## config.mk

```make
export PLATFORM = sky130hd
export DESIGN_NAME = bcd_alarm
export DESIGN_NICKNAME = d
export VERILOG_FILES = /design/src/rtl/bcd_alarm_pkg.sv /design/src/rtl/bcd_field_cmp.sv /design/src/rtl/alarm_match.sv /design/src/rtl/alarm_edge.sv /design/src/rtl/alarm_flag_reg.sv /design/src/rtl/bcd_alarm.sv
export SDC_FILE = /design/constraint.sdc
export NUM_CORES = 1
export LEC_CHECK = 0
export ABC_CLOCK_PERIOD_IN_PS = 2200
export BUFFER_PORTS_ARGS = -buffer_cell sky130_fd_sc_hd__buf_2
export CELL_PAD_IN_SITES_DETAIL_PLACEMENT = 2
export CELL_PAD_IN_SITES_GLOBAL_PLACEMENT = 2
export CORE_MARGIN = 3
export CORE_UTILIZATION = 26
export DETAILED_ROUTE_END_ITERATION = 16
export MAX_ROUTING_LAYER = met4
export PLACE_DENSITY = 0.77
export SLEW_MARGIN = 20
export SYNTH_ARGS = -nofsm -noshare
export SYNTH_HDL_FRONTEND = slang
export SYNTH_HIERARCHICAL = 1
export SYNTH_SLANG_ARGS = --single-unit
```

## constraint.sdc

```tcl
create_clock -name clk -period 2.2 [get_ports clk]
set_input_delay 0.11 -clock clk [delete_from_list [all_inputs] [get_ports clk]]
set_output_delay 0.11 -clock clk [all_outputs]
set_load 0.005 [all_outputs]
```

## src/rtl/bcd_alarm_pkg.sv

```systemverilog
// Shared constants for the BCD alarm comparator.
// Assumes alarm word fields sit on byte boundaries, mask bit at the top of each byte.
package bcd_alarm_pkg;
    localparam int ALARM_W      = 32;
    localparam int NUM_FIELDS   = 4;   // seconds, minutes, hours, date
    localparam int FIELD_STRIDE = 8;
    localparam int FIELD_W      = 7;
    localparam int DATE_W       = 6;
    localparam int MASK_OFS     = 7;

    // Width of the compared value bits of field idx
    function automatic int field_width(input int idx);
        return (idx == NUM_FIELDS - 1) ? DATE_W : FIELD_W;
    endfunction
endpackage

```

## src/rtl/bcd_field_cmp.sv

```systemverilog
// Masked compare of one BCD field.
// Assumes both operands are already zero-extended to the same width.
module bcd_field_cmp #(
    parameter int W = 7
) (
    input  logic [W-1:0] want,
    input  logic [W-1:0] have,
    input  logic         ignore,
    output logic         hit
);
    // A masked field always counts as a hit
    always_comb hit = ignore || (want == have);
endmodule

```

## src/rtl/alarm_match.sv

```systemverilog
// Combines per-field hits into one match, with the seconds prescaler rule.
// Assumes field 0 is the seconds field.
module alarm_match
    import bcd_alarm_pkg::*;
#(
    parameter int PRESC_W       = 15,
    parameter int MIN_SEC_PRESC = 3
) (
    input  logic [NUM_FIELDS-1:0][FIELD_W-1:0] want_f,
    input  logic [NUM_FIELDS-1:0][FIELD_W-1:0] have_f,
    input  logic [NUM_FIELDS-1:0]              ign_f,
    input  logic [PRESC_W-1:0]                 prediv_s,
    output logic                               match
);
    logic [NUM_FIELDS-1:0] hits;
    logic                  sec_ok;

    for (genvar i = 0; i < NUM_FIELDS; i++) begin : g_fld
        bcd_field_cmp #(.W(FIELD_W)) u_cmp (
            .want   (want_f[i]),
            .have   (have_f[i]),
            .ignore (ign_f[i]),
            .hit    (hits[i])
        );
    end

    // Unmasked seconds need a prescaler large enough to resolve them
    always_comb sec_ok = ign_f[0] || (prediv_s >= PRESC_W'(MIN_SEC_PRESC));

    // Overall match needs every field and the seconds rule
    always_comb match = (&hits) && sec_ok;
endmodule

```

## src/rtl/alarm_edge.sv

```systemverilog
// Turns the level match into a single set event per rising match at a tick.
// Assumes time inputs only change in tick cycles.
module alarm_edge
    import bcd_alarm_pkg::*;
(
    input  logic               clk,
    input  logic               rst_n,
    input  logic               tick,
    input  logic               match,
    input  logic [ALARM_W-1:0] alarm_word,
    output logic               set_evt
);
    logic               last_match;
    logic [ALARM_W-1:0] word_q;

    // Remember last cycle's match and alarm word
    always_ff @(posedge clk) begin
        if (!rst_n) begin
            last_match <= 1'b0;
            word_q     <= '0;
        end else begin
            last_match <= match;
            word_q     <= alarm_word;
        end
    end

    // Event only at a tick, on a fresh match, with a word that did not just change
    always_comb set_evt = tick && match && !last_match && (alarm_word == word_q);
endmodule

```

## src/rtl/alarm_flag_reg.sv

```systemverilog
// Sticky alarm flag: enable toggle clears first, then set, then write-one clear.
module alarm_flag_reg (
    input  logic clk,
    input  logic rst_n,
    input  logic set_evt,
    input  logic alarm_en,
    input  logic clr_req,
    output logic flag
);
    logic en_q;

    // Track the enable bit to spot toggles
    always_ff @(posedge clk) begin
        if (!rst_n) en_q <= 1'b0;
        else        en_q <= alarm_en;
    end

    // Flag update with fixed priority
    always_ff @(posedge clk) begin
        if (!rst_n)                   flag <= 1'b0;
        else if (alarm_en != en_q)    flag <= 1'b0;
        else if (set_evt && alarm_en) flag <= 1'b1;
        else if (clr_req)             flag <= 1'b0;
    end
endmodule

```

## src/rtl/bcd_alarm.sv

```systemverilog
// Top of the masked BCD calendar alarm comparator.
// Assumes the time inputs show the new second in the cycle of tick_1hz.
module bcd_alarm
    import bcd_alarm_pkg::*;
#(
    parameter int PRESC_W       = 15,
    parameter int MIN_SEC_PRESC = 3
) (
    input  logic               clk,
    input  logic               rst_n,
    input  logic               tick_1hz,
    input  logic [6:0]         cur_sec,
    input  logic [6:0]         cur_min,
    input  logic [6:0]         cur_hour,
    input  logic [5:0]         cur_date,
    input  logic [PRESC_W-1:0] prediv_s,
    input  logic [ALARM_W-1:0] alarm_word,
    input  logic               alarm_en,
    input  logic               alarm_ie,
    input  logic               clr_wr,
    input  logic               clr_bit,
    output logic               alarm_flag,
    output logic               alarm_irq
);
    logic [NUM_FIELDS-1:0][FIELD_W-1:0] want_f;
    logic [NUM_FIELDS-1:0][FIELD_W-1:0] have_f;
    logic [NUM_FIELDS-1:0]              ign_f;
    logic                               match;
    logic                               set_evt;

    // Slice the alarm word into fields and mask bits
    for (genvar i = 0; i < NUM_FIELDS; i++) begin : g_slice
        localparam int LSB = i * FIELD_STRIDE;
        localparam int W   = field_width(i);
        always_comb want_f[i] = FIELD_W'(alarm_word[LSB +: W]);
        always_comb ign_f[i]  = alarm_word[LSB + MASK_OFS];
    end

    // Gather the running time in field order
    always_comb begin
        have_f[0] = cur_sec;
        have_f[1] = cur_min;
        have_f[2] = cur_hour;
        have_f[3] = FIELD_W'(cur_date);
    end

    alarm_match #(.PRESC_W(PRESC_W), .MIN_SEC_PRESC(MIN_SEC_PRESC)) u_match (
        .want_f   (want_f),
        .have_f   (have_f),
        .ign_f    (ign_f),
        .prediv_s (prediv_s),
        .match    (match)
    );

    alarm_edge u_edge (
        .clk        (clk),
        .rst_n      (rst_n),
        .tick       (tick_1hz),
        .match      (match),
        .alarm_word (alarm_word),
        .set_evt    (set_evt)
    );

    alarm_flag_reg u_flag (
        .clk      (clk),
        .rst_n    (rst_n),
        .set_evt  (set_evt),
        .alarm_en (alarm_en),
        .clr_req  (clr_wr && clr_bit),
        .flag     (alarm_flag)
    );

    // Interrupt follows the flag when enabled
    always_comb alarm_irq = alarm_flag && alarm_ie;
endmodule

```

==> results of run 1 <==
-- layout make-up --
class / instances / area (µm²) / area share
clock buffers: 8 / 100.1 / 0.04374
multi-input cells: 129 / 983.4 / 0.4297
well taps: 75 / 93.84 / 0.04101
flip-flops and latches: 35 / 700.7 / 0.3062
repair buffers: 82 / 410.4 / 0.1793
-- cells by family after synthesis --
| logic type | after synthesis | share of synthesized area |
|---|---|---|
| buffers and inverters | 3 | 0.006656 |
| AOI/OAI and AO/OA | 7 | 0.04364 |
| and+or+nand+nor | 59 | 0.2175 |
| DFF | 35 | 0.4142 |
| xor gates and xnor gates | 61 | 0.3158 |
| other | 1 | 0.002217 |
-- Yosys cell counts, types with 2 or more instances --
| cell | instances |
|---|---|
| a41o_1 | 4 |
| nor4_1 | 13 |
| and2_1 | 35 |
| nand4_1 | 4 |
| xnor2_1 | 15 |
| xor2_1 | 46 |
| dfxtp_1 | 35 |
| clkbuf_1 | 3 |
| nand2_1 | 2 |
-- per-layer routing --
metal | vias up | global-route usage | routed length, µm
li1 | 725 | - | -
met3 | 6 | 0.03137 | 265
met4 | 0 | 0.04249 | 64
met5 | - | - | 0
met2 | 49 | 0.2406 | 2601
met1 | 695 | 0.1558 | 1971
-- how the worst max path moves through the flow --
stage / from / to / depth (start not counted)
finish: alarm_word[17] / u_flag/flag / 12
global route: alarm_word[17] / u_flag/flag / 12
CTS: alarm_word[17] / u_flag/flag / 12
detailed placement: alarm_word[17] / u_flag/flag / 12
global placement: alarm_word[17] / u_flag/flag / 12
floorplan: cur_hour[1] / u_flag/flag / 11
-- where the power goes --
group / leakage, nW / switching (W) / internal (W)
Sequential: 0.291 / 0.0000138 / 0.000666
Combinational: 0.734 / 0.000115 / 0.000127
Clock: 0.0515 / 0.000226 / 0.000286
Total: 1.08 / 0.000355 / 0.00108
-- sequential cells by signal, summed over array words and instances, names as in the netlist --
register,count
u_flag/en_q,1
u_flag/flag,1
u_edge/word_q,32
u_edge/last_match,1
-- per-stage QoR --
stage                     instance area [µm²]  instances
final                                    2288        329
after global routing                     2288        329
after CTS                                2288        329
after detailed placement                 2188        321
after global placement                   2188        321
after floorplan                          1695        167
-- critical path: stages --
cell     delay (ns)
buf_2          0.12
xor2_1         0.14
nor4_1         0.31
a41o_1         0.23
nand4_1        0.11
a31oi_1        0.22
nand2_1        0.08
nor3_1         0.15
nand4_1        0.12
nor3_2         0.12
nand4_1        0.12
o31ai_2        0.08
==> flow_summary.json, run 1 <==
{
  "vias": 1475,
  "worst_pin_slew_ns": 0.5264,
  "finish.utilization": 0.3754,
  "final_cell_mix": "buf_2, xor2_1, and2_1, dfxtp_1, xnor2_1",
  "hold_path.class": "in -> reg",
  "regToRegSetupSlack_ns": 0.66,
  "antenna_cells": 0,
  "drc": 0,
  "worst_ep_required_time_ns": 2.40,
  "nFillCells": 750,
  "row_count": 28,
  "hold_ws_ns": 0.06104,
  "rsz0062_at_grt": "no",
  "status": "finished, final reports clean",
  "setup_violations": 0,
  "yosys.area.top_type_share": 0.4142,
  "async_flop_share": 0,
  "path_max_fanout": 3,
  "post_cts_resized": 0,
  "drt-total-wl_um": 4903,
  "synthCells": 166,
  "ys_seq_area_frac": 0.4142,
  "grt_pass1_wl_um": 7734,
  "grt_max_degree": 37,
  "insertion_delay_ns": 0.28,
  "maxSlewHeadroom": 0.6491,
  "drtIter0Drc": 41,
  "first_global_vias": 1654,
  "power.leakage_nw": 1.076,
  "ys_types": 18,
  "synth_area_per_cell_um2": 10.19,
  "nets": 334,
  "min_from": "alarm_word[30]",
  "dieArea_um2": 7510,
  "gp_congestion": 0.6738,
  "core_area_um2": 6096,
  "die_x_um": 86.66,
  "final_common_cell": "buf_2",
  "ioPinCount": 83,
  "fin_ws_ns": 0.4835,
  "syn2layout_area_growth_pct": 35.28,
  "antenna_left": 0,
  "cts_sinks": 35,
  "clock_skew_ns": 0.002608,
  "worst_ir_drop_vdd_mv": 0.2523,
  "synth-edff-count": 0,
  "period_share": 0.7802,
  "drive_above_1_share": 0.3661,
  "synth_top_area_cell": "dfxtp_1",
  "wl_per_cell_um": 14.90,
  "clk_pin_slew_ns": 0.07,
  "synth_top_flop_cell": "dfxtp_1",
  "place_ws_ns": 0.1599,
  "start_util": 0.2775,
  "max_cap_violations": 0,
  "setup_tns_ns": 0,
  "cts_hold_buf": 0,
  "synth-seq-cells": 35,
  "path_class": "in -> reg",
  "hpwl_um": 4034,
  "critical_path_arrival_ns": 1.92,
  "clk_path_buf_depth": 2,
  "yosys-top-cells-area": "dfxtp_1, xor2_1, and2_1, xnor2_1, nor4_1",
  "end_kind": "flip-flop",
  "fmax_ghz": 0.5826,
  "min_path_cells": 2,
  "root_buffer": "clkbuf_8",
  "timing.rr.start": "u_edge/word_q[8]",
  "hold_violations": 0,
  "cts_tree": "built",
  "dr.pass1.iters": 4,
  "port_buffers": 82,
  "start_kind": "input port",
  "grt_overflow": 0,
  "r2r-end": "u_flag/flag",
  "antenna_found_initial": 0,
  "h-tree-depth": 2,
  "power_w": 0.001434,
  "fin_crit_ns": 1.716,
  "yosysWarnings": 6,
  "hold_end": "u_edge/word_q[30]",
  "reg2reg_depth": 6,
  "cts_post_setup_buffers_inserted": 0,
  "drv_slew": 0,
  "via_per_inst": 4.483,
  "die_y_um": 86.66,
  "grt_usage": 0.1377,
  "power_density_nw_per_um2": 626.5,
  "cts_inserted_buffers": 5,
  "synth_area_um2": 1692
}
Power figures use the tool's default switching activity.
==> inputs of run 2 (changes only) <==
--- a/config.mk
+++ b/config.mk
@@ -5,7 +5,7 @@
 export SDC_FILE = /design/constraint.sdc
 export NUM_CORES = 1
 export LEC_CHECK = 0
-export ABC_CLOCK_PERIOD_IN_PS = 2200
+export ABC_CLOCK_PERIOD_IN_PS = 1800
 export BUFFER_PORTS_ARGS = -buffer_cell sky130_fd_sc_hd__buf_2
 export CELL_PAD_IN_SITES_DETAIL_PLACEMENT = 2
 export CELL_PAD_IN_SITES_GLOBAL_PLACEMENT = 2
==> constraint.sdc (replaced) <==
create_clock -name clk -period 1.8 [get_ports clk]
set_input_delay 0.09 -clock clk [delete_from_list [all_inputs] [get_ports clk]]
set_output_delay 0.09 -clock clk [all_outputs]
set_load 0.005 [all_outputs]
==> flow_summary.json, run 2 (synthesis results as in run 1) <==
{
  "hold_ws_ns": 0.03208,
  "rsz0062_at_grt": "yes",
  "worst_ep_required_time_ns": 2.01,
  "worst_pin_slew_ns": 0.4913,
  "cpMostUsedCell": "nand4_1",
  "power.leakage_nw": 1.144,
  "cts_inserted_buffers": 5,
  "syn2layout_area_growth_pct": 42.90,
  "clock_skew_ns": 0.005832,
  "drive_above_1_share": 0.4164,
  "cts_sinks": 35,
  "hold_path.class": "in -> reg",
  "gp_congestion": 0.7286,
  "maxSlewHeadroom": 0.6695,
  "cts_post_setup_buffers_inserted": 0,
  "drc": 0,
  "h-tree-depth": 2,
  "dieArea_um2": 7510,
  "antenna_found_initial": 0,
  "grt_max_degree": 37,
  "row_count": 28,
  "grt_pass1_wl_um": 8162,
  "root_buffer": "clkbuf_8",
  "wl_per_cell_um": 14.80,
  "fmax_ghz": 0.5997,
  "final_common_cell": "buf_2",
  "port_buffers": 82,
  "largest_reg_flops": 32,
  "antenna_left": 0,
  "drv_slew": 0,
  "post_cts_resized": 0,
  "finish.utilization": 0.3966,
  "nFillCells": 725,
  "slowest_stage": "nor4_2",
  "status": "finished, final reports clean",
  "hpwl_um": 4174,
  "clk_path_buf_depth": 2,
  "period_share": 0.9264,
  "via_per_inst": 4.397,
  "grt_overflow": 0,
  "first_global_vias": 1683,
  "final_cell_mix": "buf_2, xor2_1, and2_1, dfxtp_1, buf_4",
  "cp_cell_sequence": "buf_2 > xor2_1 > nor4_2 > a41o_1 > nand4_1 > a31oi_2 > nand2_1 > nor3_2 > nand4_1 > nor3_2 > nand4_1 > o31ai_2",
  "critical_path_arrival_ns": 1.87,
  "vias": 1517,
  "fin_crit_ns": 1.667,
  "insertion_delay_ns": 0.29,
  "cts_tree": "built",
  "ioPinCount": 83,
  "start_kind": "input port",
  "dr.pass1.iters": 2,
  "hold_violations": 0,
  "max_cap_violations": 0,
  "die_x_um": 86.66,
  "grt_usage": 0.1476,
  "cts_hold_buf": 0,
  "path_max_fanout": 2,
  "worst_ir_drop_vdd_mv": 0.3071,
  "clk_pin_slew_ns": 0.07,
  "nets": 349,
  "drt-total-wl_um": 5105,
  "path_class": "in -> reg",
  "top_register": "u_edge/word_q",
  "max_stage_delay_ns": 0.28,
  "power_density_nw_per_um2": 710.7,
  "drtIter0Drc": 24,
  "die_y_um": 86.66,
  "setup_violations": 0,
  "core_area_um2": 6096,
  "end_kind": "flip-flop",
  "start_util": 0.2775
}
==> run 2: cell count changes in the layout (fill, tap and decap cells not counted), sizes merged <==
cell,change
buf,+15
clkbuf,-1
clkinv,+1
diode,+1
==> run 2: per-layer routing <==
layer  wire length (µm)  share of wire  GRT usage  up-vias
li1                   -              -          -      756
met1               1946           0.38     0.1675      707
met2               2764           0.54     0.2497       48
met3                334          0.065    0.04373        6
met4                 59          0.012    0.04533        0
met5                  0              0          -        -
==> run 2: worst max-delay path: cells and delay by family <==
kind	cells	cell delay (ns)
AND/OR/NAND/NOR	7	1.01
AO/OA/AOI/OAI	3	0.49
buffers and inverters	1	0.10
XOR/XNOR	1	0.16
==> run 2: final cells by class <==
type	instances	area (µm²)	share of cell area
Multi-Input combinational cell	129	1013	0.4193
Sequential cell	35	700.7	0.2899
Antenna cell	1	2.502	0.001035
Tap cell	75	93.84	0.03882
Clock inverter	1	5.005	0.002070
Clock buffer	7	76.32	0.03157
Timing Repair Buffer	97	525.5	0.2174
==> run 2: metrics by stage <==
step           instances  power [W]  TNS [ns]  cell area (µm²)  setup slack [ns]
6_report             345   0.001718         0             2417            0.1325
5_1_grt              344   0.001819  -0.09341             2415          -0.09341
4_1_cts              344   0.001735         0             2382           0.09157
3_5_place_dp         336   0.001174   -0.2185             2301           -0.2185
3_3_place_gp         336   0.001162   -0.1027             2301           -0.1027
2_1_floorplan        167  0.0009867         0             1695            0.2498
==> run 2: final timing paths <==
kind	startpoint	end	slack [ns]	depth (start not counted)
max	cur_hour[1]	u_flag/flag	0.13	12
min reg2reg	u_flag/flag	u_flag/flag	0.51	2
min	alarm_word[25]	u_edge/word_q[25]	0.03	2
max reg2reg	u_edge/word_q[8]	u_flag/flag	0.28	6
==> run 2: power breakdown <==
group	switching, W	leakage (nW)	internal (W)
clock	0.000286	0.0422	0.000271
combinational	0.000151	0.811	0.000178
sequential	0.0000175	0.291	0.000814
total	0.000454	1.14	0.00126
==> inputs of run 3 (changes only) <==
--- a/config.mk
+++ b/config.mk
@@ -5,7 +5,7 @@
 export SDC_FILE = /design/constraint.sdc
 export NUM_CORES = 1
 export LEC_CHECK = 0
-export ABC_CLOCK_PERIOD_IN_PS = 1800
+export ABC_CLOCK_PERIOD_IN_PS = 1850
 export BUFFER_PORTS_ARGS = -buffer_cell sky130_fd_sc_hd__buf_2
 export CELL_PAD_IN_SITES_DETAIL_PLACEMENT = 2
 export CELL_PAD_IN_SITES_GLOBAL_PLACEMENT = 2
==> constraint.sdc (replaced) <==
create_clock -name clk -period 1.85 [get_ports clk]
set_input_delay 0.0925 -clock clk [delete_from_list [all_inputs] [get_ports clk]]
set_output_delay 0.0925 -clock clk [all_outputs]
set_load 0.005 [all_outputs]
==> flow_summary.json, run 3 (synthesis results as in run 1) <==
{
  "setup_violations": 0,
  "hpwl_um": 4124,
  "gp_congestion": 0.7042,
  "timing.rr.start": "u_edge/word_q[8]",
  "intPower_w": 0.001501,
  "slowest_stage": "nor4_2",
  "insertion_delay_ns": 0.29,
  "path_class": "in -> reg",
  "worst_pin_slew_ns": 0.5232,
  "fin_crit_ns": 1.656,
  "worst_ir_drop_vdd_mv": 0.2814,
  "period_share": 0.8952,
  "port_buffers": 82,
  "p_sw_w": 0.0004446,
  "worst-path-buf-inv": 1,
  "power_density_nw_per_um2": 795.1,
  "hold_ws_ns": 0.02493,
  "critical_path_arrival_ns": 1.86,
  "power.leakage_nw": 1.152,
  "vias": 1512,
  "drv_slew": 0,
  "final_area_um2": 2447,
  "antenna_cells": 0,
  "cts_sinks": 35,
  "start_kind": "input port",
  "cts_post_setup_buffers_inserted": 0,
  "clock_power_share": 0.421,
  "grt_overflow": 0,
  "final_cell_mix": "buf_2, xor2_1, and2_1, dfxtp_1, xnor2_1",
  "maxSlewHeadroom": 0.6512,
  "syn2layout_area_growth_pct": 44.67,
  "grt_usage": 0.1475,
  "rsz0062_at_grt": "yes",
  "nets": 345,
  "row_count": 28,
  "drc": 0,
  "antenna_found_initial": 0,
  "cpMostUsedCell": "nand4_1",
  "setup_tns_ns": 0,
  "grt_max_degree": 37,
  "start_util": 0.2775,
  "hold_path.class": "in -> reg",
  "largest_reg_flops": 32,
  "via_per_inst": 4.447,
  "power_frac_seq": 0.416,
  "final_common_cell": "buf_2",
  "place_area_um2": 2271,
  "clk_path_buf_depth": 2,
  "end_kind": "flip-flop",
  "p_comb_frac": 0.164,
  "power_w": 0.001946,
  "dieArea_um2": 7510,
  "h-tree-depth": 2,
  "top_register": "u_edge/word_q",
  "nFillCells": 724,
  "switching_share": 0.2285,
  "finish.utilization": 0.4015,
  "die_x_um": 86.66,
  "drtIter0Drc": 39,
  "clk_pin_slew_ns": 0.07,
  "cts_inserted_buffers": 5,
  "first_global_vias": 1746,
  "antenna_left": 0,
  "fmax_ghz": 0.6038,
  "critPathLaunch": "cur_date[2]",
  "root_buffer": "clkbuf_8",
  "grt_pass1_wl_um": 8204,
  "ioPinCount": 83,
  "core_area_um2": 6096,
  "wl_per_cell_um": 15.01,
  "clock_skew_ns": 0.007273,
  "drive_above_1_share": 0.4113,
  "status": "finished, final reports clean",
  "min_from": "alarm_word[26]",
  "path_max_fanout": 2,
  "max_cap_violations": 0,
  "drt-total-wl_um": 5105,
  "worst_path_dominant_cell_family": "simple AND/OR/NAND/NOR gates",
  "cts_tree": "built",
  "dr.pass1.iters": 2,
  "post_cts_resized": 0,
  "die_y_um": 86.66,
  "cts_hold_buf": 0,
  "max_stage_delay_ns": 0.31,
  "worst_ep_required_time_ns": 2.06,
  "cp_cell_sequence": "buf_6 > xor2_2 > nor4_2 > a41o_1 > nand4_1 > a31oi_1 > nand2_1 > nor3_2 > nand4_1 > nor3_2 > nand4_1 > o31ai_2",
  "hold_violations": 0
}
==> run 3: final cells by class <==
| cell class | count | area, µm² | share of cell area |
|---|---|---|---|
| Multi-Input combinational cell | 129 | 1015 | 0.4146 |
| Sequential cell | 35 | 700.7 | 0.2863 |
| Timing Repair Buffer | 93 | 505.5 | 0.2065 |
| Tap cell | 75 | 93.84 | 0.03834 |
| Clock buffer | 6 | 72.57 | 0.02965 |
| Clock inverter | 2 | 60.06 | 0.02454 |
==> run 3: worst paths after layout <==
kind,endpoint,slack (ns),cells past startpoint
hold reg to reg,u_flag/flag,0.49,2
setup reg to reg,u_flag/flag,0.33,6
hold / removal,u_edge/word_q[26],0.02,2
setup / recovery,u_flag/flag,0.19,12
==> run 3: per-layer routing <==
layer / share of wire / up-vias / GRT usage
li1: - / 745 / -
met1: 0.40 / 713 / 0.1645
met2: 0.54 / 49 / 0.2566
met3: 0.053 / 5 / 0.03802
met4: 0.012 / 0 / 0.04674
met5: 0 / - / -
==> run 3: stage by stage <==
step           cells  setup WS [ns]
6_report         340         0.1938
4_1_cts          340        0.08787
3_5_place_dp     332        -0.1686
2_1_floorplan    167         0.2973
3_3_place_gp     332       -0.06461
5_1_grt          340       -0.05306
==> run 3: power by group through the flow <==
| stage | Clock (W) | Sequential [W] | Combinational, W |
|---|---|---|---|
| 2_1_floorplan | 0 | 0.000823 | 0.000137 |
| 5_1_grt | 0.000885 | 0.000813 | 0.000357 |
| 3_3_place_gp | 0 | 0.000824 | 0.000300 |
| 4_1_cts | 0.000845 | 0.000809 | 0.000314 |
| 6_report | 0.000819 | 0.000809 | 0.000318 |
| 3_5_place_dp | 0 | 0.000827 | 0.000309 |
